### src/rtl/fp_round_pkg.sv
package fp_round_pkg;
    localparam int EXP_W = 8;
    localparam int SIG_W = 24;
    localparam int FRAC_W = SIG_W - 1;

    typedef enum logic [1:0] {
        RM_NEAR_EVEN = 2'b00,
        RM_TO_ZERO   = 2'b01,
        RM_TO_POS    = 2'b10,
        RM_TO_NEG    = 2'b11
    } rmode_e;
endpackage

### src/rtl/fp_round_decide.sv
module fp_round_decide
    import fp_round_pkg::*;
(
    input  logic       sign_i,
    input  logic       lsb_i,
    input  logic [2:0] grs_i,
    input  logic [1:0] mode_i,
    output logic       inc_o,
    output logic       lost_o
);
    logic guard_b;
    logic below_half;
    rmode_e mode;

    assign guard_b    = grs_i[2];
    assign below_half = grs_i[1] | grs_i[0];
    assign lost_o     = guard_b | below_half;
    assign mode       = rmode_e'(mode_i);

    always_comb begin
        unique case (mode)
            RM_NEAR_EVEN: inc_o = guard_b & (below_half | lsb_i);
            RM_TO_ZERO:   inc_o = 1'b0;
            RM_TO_POS:    inc_o = lost_o & ~sign_i;
            RM_TO_NEG:    inc_o = lost_o & sign_i;
            default:      inc_o = 1'b0;
        endcase
    end
endmodule

### src/rtl/fp_round_incr.sv
module fp_round_incr #(
    parameter int EXP_W = 8,
    parameter int SIG_W = 24
) (
    input  logic [EXP_W-1:0] exp_i,
    input  logic [SIG_W-1:0] sig_i,
    input  logic             inc_i,
    output logic [SIG_W-2:0] frac_o,
    output logic [EXP_W-1:0] exp_o,
    output logic             carry_o,
    output logic             ovf_o
);
    localparam logic [EXP_W:0] EXP_MAX = {1'b0, {EXP_W{1'b1}}};

    logic [SIG_W:0]   sum;
    logic [EXP_W:0]   exp_adj;

    assign sum     = {1'b0, sig_i} + {{SIG_W{1'b0}}, inc_i};
    assign carry_o = sum[SIG_W];
    assign exp_adj = {1'b0, exp_i} + {{EXP_W{1'b0}}, carry_o};
    assign exp_o   = exp_adj[EXP_W-1:0];
    assign ovf_o   = (exp_adj >= EXP_MAX);

    always_comb begin
        if (carry_o) frac_o = sum[SIG_W-1:1];
        else         frac_o = sum[SIG_W-2:0];
    end
endmodule

### src/rtl/fp_round_stage.sv
module fp_round_stage
    import fp_round_pkg::*;
(
    input  logic              sign_i,
    input  logic [EXP_W-1:0]  exp_i,
    input  logic [SIG_W-1:0]  sig_i,
    input  logic [2:0]        grs_i,
    input  logic [1:0]        mode_i,
    output logic [FRAC_W-1:0] frac_o,
    output logic [EXP_W-1:0]  exp_o,
    output logic              inexact_o,
    output logic              exp_bump_o,
    output logic              overflow_o
);
    logic inc;

    fp_round_decide i_decide (
        .sign_i (sign_i),
        .lsb_i  (sig_i[0]),
        .grs_i  (grs_i),
        .mode_i (mode_i),
        .inc_o  (inc),
        .lost_o (inexact_o)
    );

    fp_round_incr #(.EXP_W(EXP_W), .SIG_W(SIG_W)) i_incr (
        .exp_i   (exp_i),
        .sig_i   (sig_i),
        .inc_i   (inc),
        .frac_o  (frac_o),
        .exp_o   (exp_o),
        .carry_o (exp_bump_o),
        .ovf_o   (overflow_o)
    );
endmodule

### config.mk
export PLATFORM = sky130hd
export DESIGN_NAME = fp_round_stage
export DESIGN_NICKNAME = d
export VERILOG_FILES = /design/src/rtl/fp_round_pkg.sv /design/src/rtl/fp_round_decide.sv /design/src/rtl/fp_round_incr.sv /design/src/rtl/fp_round_stage.sv
export SDC_FILE = /design/constraint.sdc
export NUM_CORES = 1
export LEC_CHECK = 0
export BUFFER_PORTS_ARGS = -buffer_cell sky130_fd_sc_hd__clkbuf_2
export CELL_PAD_IN_SITES_DETAIL_PLACEMENT = 0
export CELL_PAD_IN_SITES_GLOBAL_PLACEMENT = 1
export CORE_ASPECT_RATIO = 1.25
export CORE_MARGIN = 2
export CORE_UTILIZATION = 26
export DETAILED_ROUTE_END_ITERATION = 10
export PLACE_DENSITY_LB_ADDON = 0.1
export SLEW_MARGIN = 20
export SYNTH_ARGS = -nofsm -noshare
export SYNTH_HDL_FRONTEND = slang
export SYNTH_HIERARCHICAL = 1
export SYNTH_SLANG_ARGS = --single-unit
### constraint.sdc
create_clock -name vclk -period 5
set_input_delay 0.5 -clock vclk [all_inputs]
set_output_delay 0.5 -clock vclk [all_outputs]
set_load 0.05 [all_outputs]
==> results_dict.tcl <==
set metrics [dict create \
    startpoint "grs_i[0]" \
    grt-ovfl-total 0 \
    finalHoldViolCount 0 \
    cp-start-kind "primary input" \
    highest_layer "met4" \
    syn_nets 175 \
    syn_inst 133 \
    fin_setup_tns_ns 0 \
    slew_viol_final 0 \
    setup_viol 0 \
    drtAntennaViolNets 0 \
    nets 246 \
    place_ws_ns 0.947 \
    fp.dieW_um 54.1 \
    worstPathArrival_ns 3.55 \
    n_antenna_cell 0 \
    cts_resized 0 \
    drive_gt1_share_pct 38.6 \
    fin_hold_ws_ns 1.40 \
    yosysWarnings 6 \
    avgSynthCellArea_um2 6.14 \
    gp_congestion 0.803 \
    yosys.area.top_type_share_pct 10.7 \
    antenna_found_initial 0 \
    via_count 1226 \
    numPortBuffers 72 \
    synth_area_um2 817 \
    cp-endpoint "overflow_o" \
    p_leak_nw 0.580 \
    criticalPathCategory "primary input to output pin" \
    critPathCaptureType "output pin" \
    m1WireLength_um 1180 \
    grt_max_degree 13 \
    clock_buffers 0 \
    max_slew.worst_pin.slew_ns 0.675 \
    power.density_nw_per_um2 105 \
    yosys.area.top_type "xnor2_1" \
    synthTopCellsByArea "xnor2_1, xor2_1, nand2_1" \
    status "completed" \
    yosysSeqAreaShare_pct 0 \
    period_needed_ns 4.05 \
    regArea_um2 0 \
    period_share_pct 81.0 \
    max-slew-margin-rel_pct 54.9 \
    wl_met2_um 1280 \
    fmax_mhz 247 \
    cp_max_fo 9 \
    wl_per_cell_um 11.2 \
    hp-class "primary input to output pin" \
    hold_buffers 0 \
    ir_drop_mv 0.0614 \
    drc_errors 0 \
    vias_per_cell 5.15 \
    fin_ws_ns 0.949 \
    synth_cell_type_count 34 \
    first_iter_violations 19 \
    die_y_um 66.7 \
    cap_violations 0 \
    die_area_um2 3610 \
    rsz0062_at_grt "no" \
    wl_um 2670 \
    row_count 22 \
    dpl.hpwl_um 2310 \
    grt_pass1_wl_um 4300 \
    n_sequential_cell 0 \
    io_pins 72 \
    route.met3.wl_um 182 \
    grt_pass1_vias 1084 \
    track_usage_pct 14.6 \
    core_um2 2970 \
    post-cts-setup-buffers 0 \
    start_util_pct 27.5 \
    cp.required_ns 4.50 \
    first_pass_iters 4 \
    syn2layout_area_growth_pct 48.7 \
]
[through the flow]
| stage | instances | util, % | cell area, µm² | total power, mW |
|---|---|---|---|---|
| 2_1_floorplan | 133 | - | 822 | 0.0846 |
| 3_3_place_gp | 238 | 40.9 | 1210 | 0.127 |
| 3_5_place_dp | 238 | 40.9 | 1210 | 0.128 |
| 4_1_cts | 238 | 40.9 | 1210 | 0.128 |
| 5_1_grt | 238 | 40.9 | 1210 | 0.137 |
| 6_report | 238 | 40.9 | 1210 | 0.127 |
[cells by family after synthesis]
kind of cell,share of synthesized area (%)
AO/OA/AOI/OAI,19.0
buffers and inverters,3.37
AND/OR/NAND/NOR,49.6
XOR/XNOR,19.3
adder cells (fa/ha/maj),6.13
multiplexers,2.60
[per-layer routing]
layer | vias up | GRT usage (%)
li1 | 639 | -
met1 | 538 | 17.7
met2 | 45 | 28.0
met3 | 4 | 0.448
met4 | 0 | 1.88
met5 | - | 0
[area by class of cell]
class / instances / area, µm²
fillers: 347 / 1760
multi-input cells: 126 / 795
repair buffers: 72 / 360
well taps: 36 / 45.0
inverters: 4 / 15.0
[worst min-delay path by stage]
stage                   from          to  slack, ns  cells past startpoint
floorplan           exp_i[6]  overflow_o       1.18                      2
global placement    exp_i[7]    exp_o[7]       1.39                      3
detailed placement  exp_i[7]    exp_o[7]       1.39                      3
CTS                 exp_i[7]    exp_o[7]       1.39                      3
global route        exp_i[7]    exp_o[7]       1.42                      3
finish              exp_i[7]    exp_o[7]       1.40                      3
[power breakdown]
part | switching (mW) | total, mW | leakage, nW | internal [mW]
Combinational | 0.0914 | 0.127 | 0.580 | 0.0357
Sequential | 0 | 0 | 0 | 0
Clock | 0 | 0 | 0 | 0
[cells in the final DEF (no fill, tap or decap), types with 2 or more instances in the layout]
master,instances
clkbuf_2,72
nand2_1,17
nor2_1,13
a21oi_1,12
nand3_1,11
xnor2_1,10
xor2_1,8
nor3_1,7
or3_1,5
nand4_1,5
and3_1,4
inv_1,4
or4_1,4
ha_1,4
and4_1,3
o21ai_0,3
o31ai_1,3
o21ai_1,2
[worst max-delay path, stage by stage]
cell      delay (ns)
clkbuf_2        0.08
or2_1           0.23
a21oi_1         0.14
nor3_1          0.07
ha_1            0.20
ha_1            0.24
and3_1          0.23
and4_1          0.31
and3_1          0.24
ha_1            0.21
ha_1            0.30
nand2_1         0.06
nor3_1          0.15
nor2_1          0.07
a211oi_2        0.20
clkbuf_2        0.30
[synthesized netlist by cell type, drive strengths merged (2+ instances only)]
master	n
nand2	17
nor2	13
a21oi	12
nand3	12
xnor2	10
xor2	8
nor3	7
nand4	6
and3	5
o21ai	5
or3	5
and4	4
ha	4
inv	4
or4	4
o31ai	3
clkbuf	2
No activity file was read; power rests on OpenSTA's default activity.
